===== config.mk =====
export PLATFORM = sky130hd
export DESIGN_NAME = sa_calib_ctrl
export DESIGN_NICKNAME = d
export VERILOG_FILES = /design/src/rtl/sa_calib_pkg.sv /design/src/rtl/sa_lfsr.sv /design/src/rtl/sa_neighbor.sv /design/src/rtl/sa_accept.sv /design/src/rtl/sa_calib_ctrl.sv
export SDC_FILE = /design/constraint.sdc
export NUM_CORES = 2
export LEC_CHECK = 0
export BUFFER_PORTS_ARGS = -buffer_cell sky130_fd_sc_hd__buf_2
export CAP_MARGIN = 25
export CORE_UTILIZATION = 55
export DETAILED_ROUTE_END_ITERATION = 10
export MAX_ROUTING_LAYER = met4
export PLACE_DENSITY = 0.75
export SYNTH_ARGS = -nofsm -noshare
export SYNTH_HDL_FRONTEND = slang
export SYNTH_SLANG_ARGS = --single-unit

===== constraint.sdc =====
create_clock -name clk -period 13 [get_ports clk]
set_clock_uncertainty 0.2 [all_clocks]
set_input_delay 2.6 -clock clk [delete_from_list [all_inputs] [get_ports clk]]
set_output_delay 2.6 -clock clk [all_outputs]
set_load 0.05 [all_outputs]

===== src/rtl/sa_calib_pkg.sv =====
package sa_calib_pkg;

   localparam int unsigned RND_W         = 16;
   localparam int unsigned EXP_FRAC      = 2;
   localparam int unsigned EXP_RATIO_Q16 = 51039;

   typedef enum logic [3:0] {
      ST_IDLE,
      ST_REQ_INIT,
      ST_WAIT_INIT,
      ST_CHECK,
      ST_PROPOSE,
      ST_REQ,
      ST_WAIT,
      ST_JUDGE,
      ST_FIN
   } sa_state_e;

   // probability (scaled by 2^RND_W) of taking an uphill step at quantised index
   function automatic logic [RND_W:0] exp_prob(input int unsigned steps);
      logic [47:0] v;
      v = 48'd65536;
      for (int unsigned i = 0; i < steps; i++) begin
         v = (v * 48'(EXP_RATIO_Q16)) >> 16;
      end
      return v[RND_W:0];
   endfunction

endpackage


===== src/rtl/sa_lfsr.sv =====
module sa_lfsr #(
   parameter int unsigned W = 32
) (
   input  logic         clk,
   input  logic         rst_n,
   input  logic         load,
   input  logic [W-1:0] seed,
   input  logic         step,
   output logic [W-1:0] value
);

   logic [W-1:0] v_q;
   logic         fb;

   generate
      if (W == 32) begin : g_w32
         assign fb = v_q[31] ^ v_q[21] ^ v_q[1] ^ v_q[0];
      end else if (W == 16) begin : g_w16
         assign fb = v_q[15] ^ v_q[14] ^ v_q[12] ^ v_q[3];
      end else begin : g_bad
         $error("sa_lfsr: width must be 16 or 32");
         assign fb = 1'b0;
      end
   endgenerate

   always_ff @(posedge clk or negedge rst_n) begin
      if (!rst_n) begin
         v_q <= W'(1);
      end else if (load) begin
         v_q <= (seed == '0) ? W'(1) : seed;
      end else if (step) begin
         v_q <= {v_q[W-2:0], fb};
      end
   end

   assign value = v_q;

endmodule


===== src/rtl/sa_neighbor.sv =====
module sa_neighbor
   import sa_calib_pkg::*;
#(
   parameter int unsigned NCTRL = 6,
   parameter int unsigned SETW  = 8
) (
   input  logic [NCTRL*SETW-1:0] cur,
   input  logic [NCTRL*SETW-1:0] lo,
   input  logic [NCTRL*SETW-1:0] hi,
   input  logic [2*RND_W-1:0]    rnd,
   output logic [NCTRL*SETW-1:0] cand
);

   localparam int unsigned IDXW = $clog2(NCTRL);

   logic [IDXW-1:0]       pick;
   logic [SETW-1:0]       sel_lo;
   logic [SETW-1:0]       sel_hi;
   logic [SETW:0]         span1;
   logic [SETW+RND_W:0]   vprod;
   logic [SETW-1:0]       val;
   logic                  unused_bits;

   // control index: plain slice for a power-of-two count, multiply-shift otherwise
   generate
      if ((NCTRL & (NCTRL - 1)) == 0) begin : g_pick_pow2
         assign pick = rnd[RND_W-1 -: IDXW];
         logic unused_pick;
         assign unused_pick = ^rnd[RND_W-IDXW-1:0];
      end else begin : g_pick_mul
         logic [RND_W+IDXW-1:0] iprod;
         logic unused_pick;
         assign iprod = (RND_W+IDXW)'(NCTRL) * (RND_W+IDXW)'(rnd[RND_W-1:0]);
         assign pick  = iprod[RND_W +: IDXW];
         assign unused_pick = ^iprod[RND_W-1:0];
      end
   endgenerate

   always_comb begin
      sel_lo = '0;
      sel_hi = '0;
      for (int i = 0; i < NCTRL; i++) begin
         if (pick == IDXW'(i)) begin
            sel_lo = lo[i*SETW +: SETW];
            sel_hi = hi[i*SETW +: SETW];
         end
      end
   end

   assign span1 = {1'b0, sel_hi - sel_lo} + (SETW+1)'(1);
   assign vprod = (SETW+RND_W+1)'(span1) * (SETW+RND_W+1)'(rnd[2*RND_W-1:RND_W]);
   assign val   = sel_lo + vprod[RND_W +: SETW];
   assign unused_bits = ^{vprod[RND_W-1:0], vprod[SETW+RND_W]};

   generate
      for (genvar i = 0; i < NCTRL; i++) begin : g_ctrl
         assign cand[i*SETW +: SETW] = (pick == IDXW'(i)) ? val : cur[i*SETW +: SETW];
      end
   endgenerate

endmodule


===== src/rtl/sa_accept.sv =====
module sa_accept
   import sa_calib_pkg::*;
#(
   parameter int unsigned COSTW = 16,
   parameter int unsigned BETAW = 8,
   parameter int unsigned TEMPW = 16,
   parameter int unsigned TABN  = 32
) (
   input  logic             clk,
   input  logic             rst_n,
   input  logic             go,
   input  logic [COSTW-1:0] de,
   input  logic [BETAW-1:0] beta,
   input  logic [TEMPW-1:0] temp,
   input  logic [RND_W-1:0] rnd,
   output logic             fin,
   output logic             take
);

   localparam int unsigned NUMW = COSTW + BETAW + EXP_FRAC;
   localparam int unsigned QW   = $clog2(TABN + 1);

   if (NUMW < TEMPW) begin : g_bad_width
      $error("sa_accept: product narrower than temperature");
   end

   logic [NUMW-1:0]  num_q;
   logic [QW-1:0]    q_q;
   logic             run_q;
   logic [RND_W-1:0] rnd_q;
   logic             fin_q;
   logic             take_q;
   logic [RND_W:0]   tab [TABN];
   logic [RND_W:0]   prob;
   logic             stop;

   generate
      for (genvar i = 0; i < TABN; i++) begin : g_tab
         localparam logic [RND_W:0] PV = exp_prob(i);
         assign tab[i] = PV;
      end
   endgenerate

   always_comb begin
      prob = '0;
      for (int i = 0; i < TABN; i++) begin
         if (q_q == QW'(i)) prob = tab[i];
      end
   end

   assign stop = (q_q == QW'(TABN)) || (num_q < NUMW'(temp));

   // serial quotient: counts how many times T fits into 4*beta*dE, up to TABN
   always_ff @(posedge clk or negedge rst_n) begin
      if (!rst_n) begin
         num_q  <= '0;
         q_q    <= '0;
         run_q  <= 1'b0;
         rnd_q  <= '0;
         fin_q  <= 1'b0;
         take_q <= 1'b0;
      end else begin
         fin_q <= 1'b0;
         if (go) begin
            num_q <= (NUMW'(de) * NUMW'(beta)) << EXP_FRAC;
            q_q   <= '0;
            run_q <= 1'b1;
            rnd_q <= rnd;
         end else if (run_q) begin
            if (stop) begin
               run_q  <= 1'b0;
               fin_q  <= 1'b1;
               take_q <= {1'b0, rnd_q} < prob;
            end else begin
               num_q <= num_q - NUMW'(temp);
               q_q   <= q_q + QW'(1);
            end
         end
      end
   end

   assign fin  = fin_q;
   assign take = take_q;

endmodule


===== src/rtl/sa_calib_ctrl.sv =====
module sa_calib_ctrl
   import sa_calib_pkg::*;
#(
   parameter int unsigned NCTRL = 6,
   parameter int unsigned SETW  = 8,
   parameter int unsigned COSTW = 16,
   parameter int unsigned TEMPW = 16,
   parameter int unsigned GAMW  = 16,
   parameter int unsigned BETAW = 8,
   parameter int unsigned KW    = 8,
   parameter int unsigned TABN  = 32
) (
   input  logic                  clk,
   input  logic                  rst_n,
   input  logic                  start,
   input  logic [NCTRL*SETW-1:0] init_state,
   input  logic [NCTRL*SETW-1:0] lo_lim,
   input  logic [NCTRL*SETW-1:0] hi_lim,
   input  logic [TEMPW-1:0]      t_max,
   input  logic [TEMPW-1:0]      t_min,
   input  logic [GAMW-1:0]       cool_q,
   input  logic [BETAW-1:0]      beta,
   input  logic [KW-1:0]         batch_len,
   input  logic [31:0]           seed,
   output logic                  req_valid,
   input  logic                  req_ready,
   output logic [NCTRL*SETW-1:0] req_state,
   input  logic                  rsp_valid,
   input  logic [COSTW-1:0]      rsp_cost,
   output logic                  busy,
   output logic                  done,
   output logic [NCTRL*SETW-1:0] best_state,
   output logic [COSTW-1:0]      best_cost
);

   localparam int unsigned SW = NCTRL * SETW;
   localparam int unsigned LW = 2 * RND_W;

   if (NCTRL < 2) begin : g_bad_nctrl
      $error("sa_calib_ctrl: at least two controls required");
   end
   if (TABN < 1 || TABN > 64) begin : g_bad_tabn
      $error("sa_calib_ctrl: TABN must lie in 1..64");
   end
   if (LW != 32) begin : g_bad_lw
      $error("sa_calib_ctrl: random source must be 32 bits");
   end

   sa_state_e          state_q;
   logic [SW-1:0]      cur_q;
   logic [SW-1:0]      cand_q;
   logic [SW-1:0]      best_q;
   logic [COSTW-1:0]   cur_cost_q;
   logic [COSTW-1:0]   cand_cost_q;
   logic [COSTW-1:0]   best_cost_q;
   logic [TEMPW-1:0]   temp_q;
   logic [KW-1:0]      kcnt_q;

   logic [LW-1:0]          rnd;
   logic [SW-1:0]          nb_cand;
   logic [TEMPW+GAMW-1:0]  cool_prod;
   logic [TEMPW-1:0]       cooled;
   logic                   acc_go;
   logic                   acc_fin;
   logic                   acc_take;
   logic                   uphill;
   logic                   unused_cool;

   assign cool_prod   = (TEMPW+GAMW)'(temp_q) * (TEMPW+GAMW)'(cool_q);
   assign cooled      = cool_prod[GAMW +: TEMPW];
   assign unused_cool = ^cool_prod[GAMW-1:0];

   assign uphill = rsp_cost > cur_cost_q;
   assign acc_go = (state_q == ST_WAIT) && rsp_valid && uphill;

   sa_lfsr #(.W(LW)) u_lfsr (
      .clk   (clk),
      .rst_n (rst_n),
      .load  ((state_q == ST_IDLE) && start),
      .seed  (seed),
      .step  ((state_q == ST_PROPOSE) || acc_go),
      .value (rnd)
   );

   sa_neighbor #(.NCTRL(NCTRL), .SETW(SETW)) u_nb (
      .cur  (cur_q),
      .lo   (lo_lim),
      .hi   (hi_lim),
      .rnd  (rnd),
      .cand (nb_cand)
   );

   sa_accept #(.COSTW(COSTW), .BETAW(BETAW), .TEMPW(TEMPW), .TABN(TABN)) u_acc (
      .clk   (clk),
      .rst_n (rst_n),
      .go    (acc_go),
      .de    (rsp_cost - cur_cost_q),
      .beta  (beta),
      .temp  (temp_q),
      .rnd   (rnd[RND_W-1:0]),
      .fin   (acc_fin),
      .take  (acc_take)
   );

   always_ff @(posedge clk or negedge rst_n) begin
      if (!rst_n) begin
         state_q     <= ST_IDLE;
         cur_q       <= '0;
         cand_q      <= '0;
         best_q      <= '0;
         cur_cost_q  <= '0;
         cand_cost_q <= '0;
         best_cost_q <= '0;
         temp_q      <= '0;
         kcnt_q      <= '0;
      end else begin
         case (state_q)
            ST_IDLE: begin
               if (start) begin
                  cur_q   <= init_state;
                  best_q  <= init_state;
                  temp_q  <= t_max;
                  kcnt_q  <= '0;
                  state_q <= ST_REQ_INIT;
               end
            end
            ST_REQ_INIT: begin
               if (req_ready) state_q <= ST_WAIT_INIT;
            end
            ST_WAIT_INIT: begin
               if (rsp_valid) begin
                  cur_cost_q  <= rsp_cost;
                  best_cost_q <= rsp_cost;
                  state_q     <= ST_CHECK;
               end
            end
            ST_CHECK: begin
               if (temp_q <= t_min) begin
                  state_q <= ST_FIN;
               end else if (kcnt_q == batch_len) begin
                  temp_q <= cooled;
                  kcnt_q <= '0;
               end else begin
                  state_q <= ST_PROPOSE;
               end
            end
            ST_PROPOSE: begin
               cand_q  <= nb_cand;
               state_q <= ST_REQ;
            end
            ST_REQ: begin
               if (req_ready) state_q <= ST_WAIT;
            end
            ST_WAIT: begin
               if (rsp_valid) begin
                  cand_cost_q <= rsp_cost;
                  if (!uphill) begin
                     cur_q      <= cand_q;
                     cur_cost_q <= rsp_cost;
                     if (rsp_cost < best_cost_q) begin
                        best_q      <= cand_q;
                        best_cost_q <= rsp_cost;
                     end
                     kcnt_q  <= kcnt_q + KW'(1);
                     state_q <= ST_CHECK;
                  end else begin
                     state_q <= ST_JUDGE;
                  end
               end
            end
            ST_JUDGE: begin
               if (acc_fin) begin
                  if (acc_take) begin
                     cur_q      <= cand_q;
                     cur_cost_q <= cand_cost_q;
                  end
                  kcnt_q  <= kcnt_q + KW'(1);
                  state_q <= ST_CHECK;
               end
            end
            ST_FIN:  state_q <= ST_IDLE;
            default: state_q <= ST_IDLE;
         endcase
      end
   end

   assign req_valid  = (state_q == ST_REQ_INIT) || (state_q == ST_REQ);
   assign req_state  = (state_q == ST_REQ_INIT) ? cur_q : cand_q;
   assign busy       = (state_q != ST_IDLE) && (state_q != ST_FIN);
   assign done       = (state_q == ST_FIN);
   assign best_state = best_q;
   assign best_cost  = best_cost_q;

endmodule


### Word-level counts from Yosys, hierarchy flattened

Cells that the tools add are included.

| storage, ports and cells | value |
|---|---|
| register bits after elaboration | 303 |
| output and inout bits | 115 |
| word-level logic and storage cells | 233 |

| cells by class | value |
|---|---|
| add/sub/neg operators | 7 |
| multipliers | 4 |
| magnitude comparators | 5 |
| equality and inequality tests | 60 |
| multiplexer cells | 107 |
| bitwise gates (word level) | 4 |
| reduce and logical (&&, ||, !) cells | 30 |

Operator list:

| cell | count |
|---|---|
| 17-bit 2-to-1 mux | 32 |
| 48-bit 2-to-1 mux | 9 |
| 8-bit 2-to-1 mux | 24 |
| 16-bit 2-to-1 mux | 11 |
| 48-bit case mux with 3 select lines | 1 |
| 6-bit by 5-bit equality test with 1-bit output (second input constant) | 16 |
| 32-bit 2-to-1 mux | 3 |
| 48-bit case mux with 2 select lines | 1 |
| 26-bit 2-to-1 mux | 3 |
| 16-bit case mux with 2 select lines | 2 |
| 6-bit by 4-bit equality test with 1-bit output (second input constant) | 8 |
| 16-bit case mux with 3 select lines | 1 |
| 32-bit logical NOT | 1 |
| 16-bit by 16-bit multiplier with 32-bit output | 1 |
| 4-bit 2-to-1 mux | 8 |
| 4-bit case mux with 8 select lines | 1 |
| 8-bit case mux with 4 select lines | 1 |
| 26-bit by 16-bit < comparator with 1-bit output | 1 |
| 26-bit by 16-bit subtractor with 26-bit output | 1 |
| 6-bit by 3-bit equality test with 1-bit output (second input constant) | 4 |
| 16-bit by 8-bit multiplier with 24-bit output | 1 |
| 9-bit by 16-bit multiplier with 24-bit output | 1 |
| 2-bit by 16-bit multiplier with 18-bit output (first input constant) | 1 |
| 6-bit 2-to-1 mux | 3 |
| 43 further kinds | 82 |

### Longest topological paths before layout

| depth | value |
|---|---|
| depth after elaboration | 34 |
| mapped depth | 53 |
| mapped depth without buffers | 49 |

### Hierarchy

From an unflattened synthesis, not the netlist that was laid out.

| unflattened totals | value |
|---|---|
| cells, all modules | 4102 |
| area total of the unflattened synthesis | 36424.9 um2 |

Modules (own cells, without submodules):

| module | times used | cells each | area each (um2) |
|---|---|---|---|
| sa_calib_ctrl | 1 | 2072 | 19517.5 |
| sa_accept | 1 | 1004 | 8385.5 |
| sa_neighbor | 1 | 874 | 6966.7 |
| sa_lfsr | 1 | 152 | 1555.2 |

### Least setup slack after synthesis

No wires, ideal clock.

| path | value |
|---|---|
| path kind | input -> register |
| start | input hi_lim[24] |
| end | register cand_q[15] |
| setup time | 0.069 ns |
| arrival time | 11.249 ns |
| required time | 12.731 ns |
| setup slack | 1.482 ns |
| stages on the path | 39 |
| buffers on the path | 2 |
| cell sequence | o22ai_1 nor2_1 a21o_1 a222oi_1 ha_1 nor2b_4 o31a_1 o31a_1 or3_1 buf_2 nor3_1 clkbuf_1 nand4b_1 o2111ai_1 fa_1 fa_1 fa_1 inv_1 [... 3 more ...] a21oi_1 nor2b_1 o311ai_1 o211ai_1 o21a_1 nor2_1 xnor2_1 ha_1 a21o_1 a21oi_1 o21bai_1 a21oi_1 o21ai_0 xnor2_1 nor3_1 or2_2 or4b_1 nand3_1 |

| between the ends | value |
|---|---|
| longest elaborated chain between the ends | 8 |

Ends and longest elaborated chain:

| element | line | text |
|---|---|---|
| from (decl) | sa_calib_ctrl.sv:18 | `input logic [NCTRL*SETW-1:0] hi_lim,` |
| 8-bit 2-to-1 mux (3 in series) | sa_neighbor.sv:43 | `if (pick == IDXW'(i)) begin` |
| 8-bit subtractor | sa_neighbor.sv:50 | `assign span1 = {1'b0, sel_hi - sel_lo} + (SETW+1)'(1);` |
| 8-bit by 1-bit adder with 9-bit output | sa_neighbor.sv:50 |  |
| 9-bit by 16-bit multiplier with 24-bit output | sa_neighbor.sv:51 | `assign vprod = (SETW+RND_W+1)'(span1) * (SETW+RND_W+1)'(rnd[2*RND_W-1:RND_W]);` |
| 8-bit adder | sa_neighbor.sv:52 | `assign val = sel_lo + vprod[RND_W +: SETW];` |
| 8-bit 2-to-1 mux | sa_neighbor.sv:57 | `assign cand[i*SETW +: SETW] = (pick == IDXW'(i)) ? val : cur[i*SETW +: SETW];` |
| to (signal assigned) | sa_calib_ctrl.sv:148 | `cand_q <= nb_cand;` |
| to (decl) | sa_calib_ctrl.sv:51 | `logic [SW-1:0] cand_q;` |

Every way passes these cells.
A chain may end at the register's enable or synchronous reset.

### Final worst setup path

| path | value |
|---|---|
| start | register u_lfsr.v_q[15], in the netlist u_lfsr.value[15] |
| end | register cand_q[31] |

| between the ends | value |
|---|---|
| longest elaborated chain between the ends | 13 |
| elaborated cells between the ends (all ways) | 24 |
| those cells by class | 3 x add/sub; 2 x mul; 5 x eq/ne; 13 x mux; 1 x reduce/logical |

Ends and longest elaborated chain:

| element | line | text |
|---|---|---|
| from (decl) | sa_lfsr.sv:12 | `logic [W-1:0] v_q;` |
| from (signal assigned) | sa_lfsr.sv:30 | `v_q <= (seed == '0) ? W'(1) : seed;` |
| from (signal assigned) | sa_lfsr.sv:32 | `v_q <= {v_q[W-2:0], fb};` |
| 2-bit by 16-bit multiplier with 18-bit output (*) | sa_neighbor.sv:33 | `assign iprod = (RND_W+IDXW)'(NCTRL) * (RND_W+IDXW)'(rnd[RND_W-1:0]);` |
| 3-bit logical NOT | sa_neighbor.sv:43 |  |
| 8-bit 2-to-1 mux (6 in series) | sa_neighbor.sv:43 |  |
| 8-bit subtractor | sa_neighbor.sv:50 |  |
| 8-bit by 1-bit adder with 9-bit output | sa_neighbor.sv:50 |  |
| 9-bit by 16-bit multiplier with 24-bit output | sa_neighbor.sv:51 |  |
| 8-bit adder | sa_neighbor.sv:52 |  |
| 8-bit 2-to-1 mux (*) | sa_neighbor.sv:57 |  |

Every way passes the cells marked *; elsewhere a longest branch is shown, timed or not.

==> impl_metrics.yaml <==
sta:
  worst_slew_pin_slew_ns: 1.11
  fin_setup_tns_ns: 0
  whs_ns: 0.280
  period_needed_ns: 12.01
  fin_crit_sh: 0.924
  slew_headroom: 0.255
  clock.fmax_mhz: 83.3
  slew_violations: 0
  setup_ws_ns: 0.988
  hold_viol: 0
  setup_viol: 0
  rsz0062_at_grt: "no"
setup_path:
  r2r-start: "u_lfsr.value[15]"
  cp.required_ns: 13.30
  crit_type: "reg -> reg"
  worstPathMaxFanout: 17
  cp_slowest_stage_delay_ns: 0.68
  r2r_cells: 49
  r2r_slack_ns: 0.99
  worst_setup_path_start_kind: "flop"
  r2r-end: "cand_q[31]"
  critPathArrivalTime_ns: 12.31
  critPathSlowestCell: "dfrtp_1"
  path_common_cell: "fa_1"
  end_kind: "flop"
  worstSetupStartpoint: "u_lfsr.value[15]"
grt:
  grt_use_met3: 0.0477
  grt_start_max_net_pins: 97
  antenna_found_initial: 12
  top_usage_layer: "met2"
  grt-ovfl-total: 0
  grt_pass1_vias: 30900
  met2_usage: 0.489
  gr-usage-met1: 0.426
  grt_usage: 0.315
  grt_first_pass_wirelength_mm: 167
min_path:
  min_to: "cur_cost_q[9]"
  hp-start: "cur_cost_q[9]"
  holdPathStages: 2
  hold_path.class: "reg -> reg"
routing:
  wirelength_mm: 105
  drtAntennaViolNets: 0
  drc: 0
  first_pass_iters: 7
  viasPerCell: 5.81
  dr_total_vias: 31300
  wl_per_cell_um: 19.5
  dr.first_iter.drc_count: 2684
cts:
  numClockSinks: 303
  cts-root-buf: "clkbuf_16"
  clock_latency_ns: 0.56
  ctsHoldBuffers: 0
  clock_path_buffers: 3
  numCtsBuffers: 37
  cts_tree: "done"
  htreeDepth: 2
  clk_pin_slew_worst_paths_ns: 0.06
yosys:
  syn_nets: 5182
  synthDistinctLibCells: 91
  seq_area_frac_synth: 0.204
  syn_avg_cell_area_um2: 8.76
  syn_inst: 4245
  synth_edf_count: 0
  synthFlopType: "dfrtp_1"
  ys_ff_latch: 303
  yosysWarnings: 0
  async_reset_ff_frac: 1.00
  syn_area_um2: 37200
cells_and_area:
  fin_util: 0.620
  layout-drive-gt1-share: 0.161
  areaGrowthSynthToFinish_pct: 10.6
  nNetsFinal: 5421
run_status:
  status: "finished clean"
die:
  initial_core_util: 0.561
  rows: 94
  core_area_um2: 66300
  ios: 376
  die-area_um2: 68700
  die_x_um: 262
  die_y_um: 262
placed_design:
  routabilityCongestion: 0.984
  portBuffers: 375
  place_hpwl_mm: 78.3
  dp_slack_ns: 0.220
flow_run:
  cap_violations: 0
[stage by stage]
stage	instance area, um^2	instances
after CTS	41000	5374
after floorplan	37200	4245
after detailed placement	39700	5306
after global placement	39700	5303
after global routing	41100	5390
final	41100	5391
[worst max-delay path, delay by kind of cell (launching register included)]
family,cells,cell delay [ns]
flip-flops,1,0.68
XOR/XNOR,4,1.14
adder cells (fa/ha/maj),9,3.49
AO/OA/AOI/OAI,17,3.27
buffers and inverters,6,0.97
AND/OR/NAND/NOR,13,2.20
[logic make-up (layout without fill, tap and decap cells)]
logic type | count (synthesis) | in the layout | synth area share
compound gates | 690 | 690 | 0.117
other cells | 0 | 14 | 0
simple gates | 1380 | 1380 | 0.177
flops | 303 | 303 | 0.204
buf+inv | 764 | 1032 | 0.0788
fa+ha+maj | 676 | 676 | 0.304
xor+xnor | 103 | 103 | 0.0247
mux | 329 | 329 | 0.0946
[cell type report]
class	instances	area (um^2)
antenna	14	35.0
clock buffer	49	1030
inverter	532	2000
clock inverter	19	277
timing repair buffer	432	2370
fill	5716	25200
sequential	303	7580
tap	864	1080
multi-input combinational	3178	26800
[flip-flops by register name, summed over array words and instances, names as in the netlist]
signal,flops
best_state,48
cur_cost_q,16
u_acc.q_q,6
cand_q,48
temp_q,16
u_acc.take,1
u_acc.num_q,26
kcnt_q,8
u_acc.run_q,1
u_acc.fin,1
cand_cost_q,16
best_cost,16
state_q,4
cur_q,48
u_lfsr.value,32
u_acc.rnd_q,16
[worst max-delay path by stage]
stage | to | slack [ns] | depth (start not counted)
2_1_floorplan | cand_q[15] | 1.48 | 39
3_3_place_gp | cand_q[31] | 0.39 | 42
3_5_place_dp | cand_q[47] | 0.22 | 42
4_1_cts | cand_q[7] | 0.43 | 48
5_1_grt | cand_q[23] | 0.19 | 49
6_report | cand_q[31] | 0.99 | 49
[placed cells by master (no fill, tap or decap), types with 26 or more instances in the layout]
cell type	netlist	final
a21oi_1	139	139
o211ai_1	30	30
buf_4	1	54
inv_1	530	530
or3_1	28	26
nor3_1	47	43
nor2_1	146	144
mux2_2	181	181
mux2i_1	148	148
buf_2	18	374
nand4_1	46	46
xor2_1	31	31
o21ai_0	233	233
ha_1	298	298
a31oi_1	31	31
and3_1	30	29
nor2b_1	79	79
clkbuf_16	0	37
dfrtp_1	302	302
and2_1	155	154
nand2b_1	27	27
xnor2_1	70	70
fa_1	378	378
nand2_1	675	675
a21o_1	53	52
nand3_1	65	64
[what timing repair did]
action,CTS,global route
buffers inserted,0,1
setup endpoints to repair,0,6
gates resized for setup,0,2
[metal layers]
metal | vias to the layer above | wire length (um)
met5 | - | 0
met4 | 0 | 3160
met3 | 175 | 7880
met2 | 1155 | 49100
met1 | 15400 | 45000
li1 | 14600 | -
[cells in the mapped netlist (all sizes together), types with 5 or more instances]
master / count / area (um^2)
o21ai: 245 / 1240
ha: 298 / 3730
a221oi: 6 / 52.6
clkbuf: 197 / 739
nor2: 147 / 554
nand2: 676 / 2540
a21boi: 10 / 75.1
or4b: 6 / 60.1
nor4: 24 / 178
o311ai: 8 / 70.1
o31a: 8 / 70.1
nand4b: 12 / 105
xnor2: 71 / 629
a31oi: 31 / 194
a211oi: 15 / 113
fa: 378 / 7570
a22oi: 14 / 105
a21o: 53 / 398
nand4: 46 / 288
nor3: 47 / 235
buf: 35 / 195
o221ai: 9 / 78.8
o2111ai: 17 / 149
o211ai: 31 / 238
nand2b: 27 / 169
o21bai: 7 / 52.6
o21a: 21 / 158
or3: 29 / 186
or2: 11 / 68.8
nor2b: 80 / 508
and2: 155 / 970
dfrtp: 302 / 7560
a21oi: 142 / 722
and4: 11 / 96.3
xor2: 32 / 288
inv: 530 / 1990
a2111oi: 8 / 95.1
o31ai: 9 / 67.6
mux2: 181 / 2040
a211o: 5 / 43.8
o22ai: 14 / 87.6
mux2i: 148 / 1480
nand3: 65 / 325
and3: 32 / 210
Power is left out: the tool's default activity adds up to more than one toggle a clock period on the data nets, which glitch-free logic cannot reach.
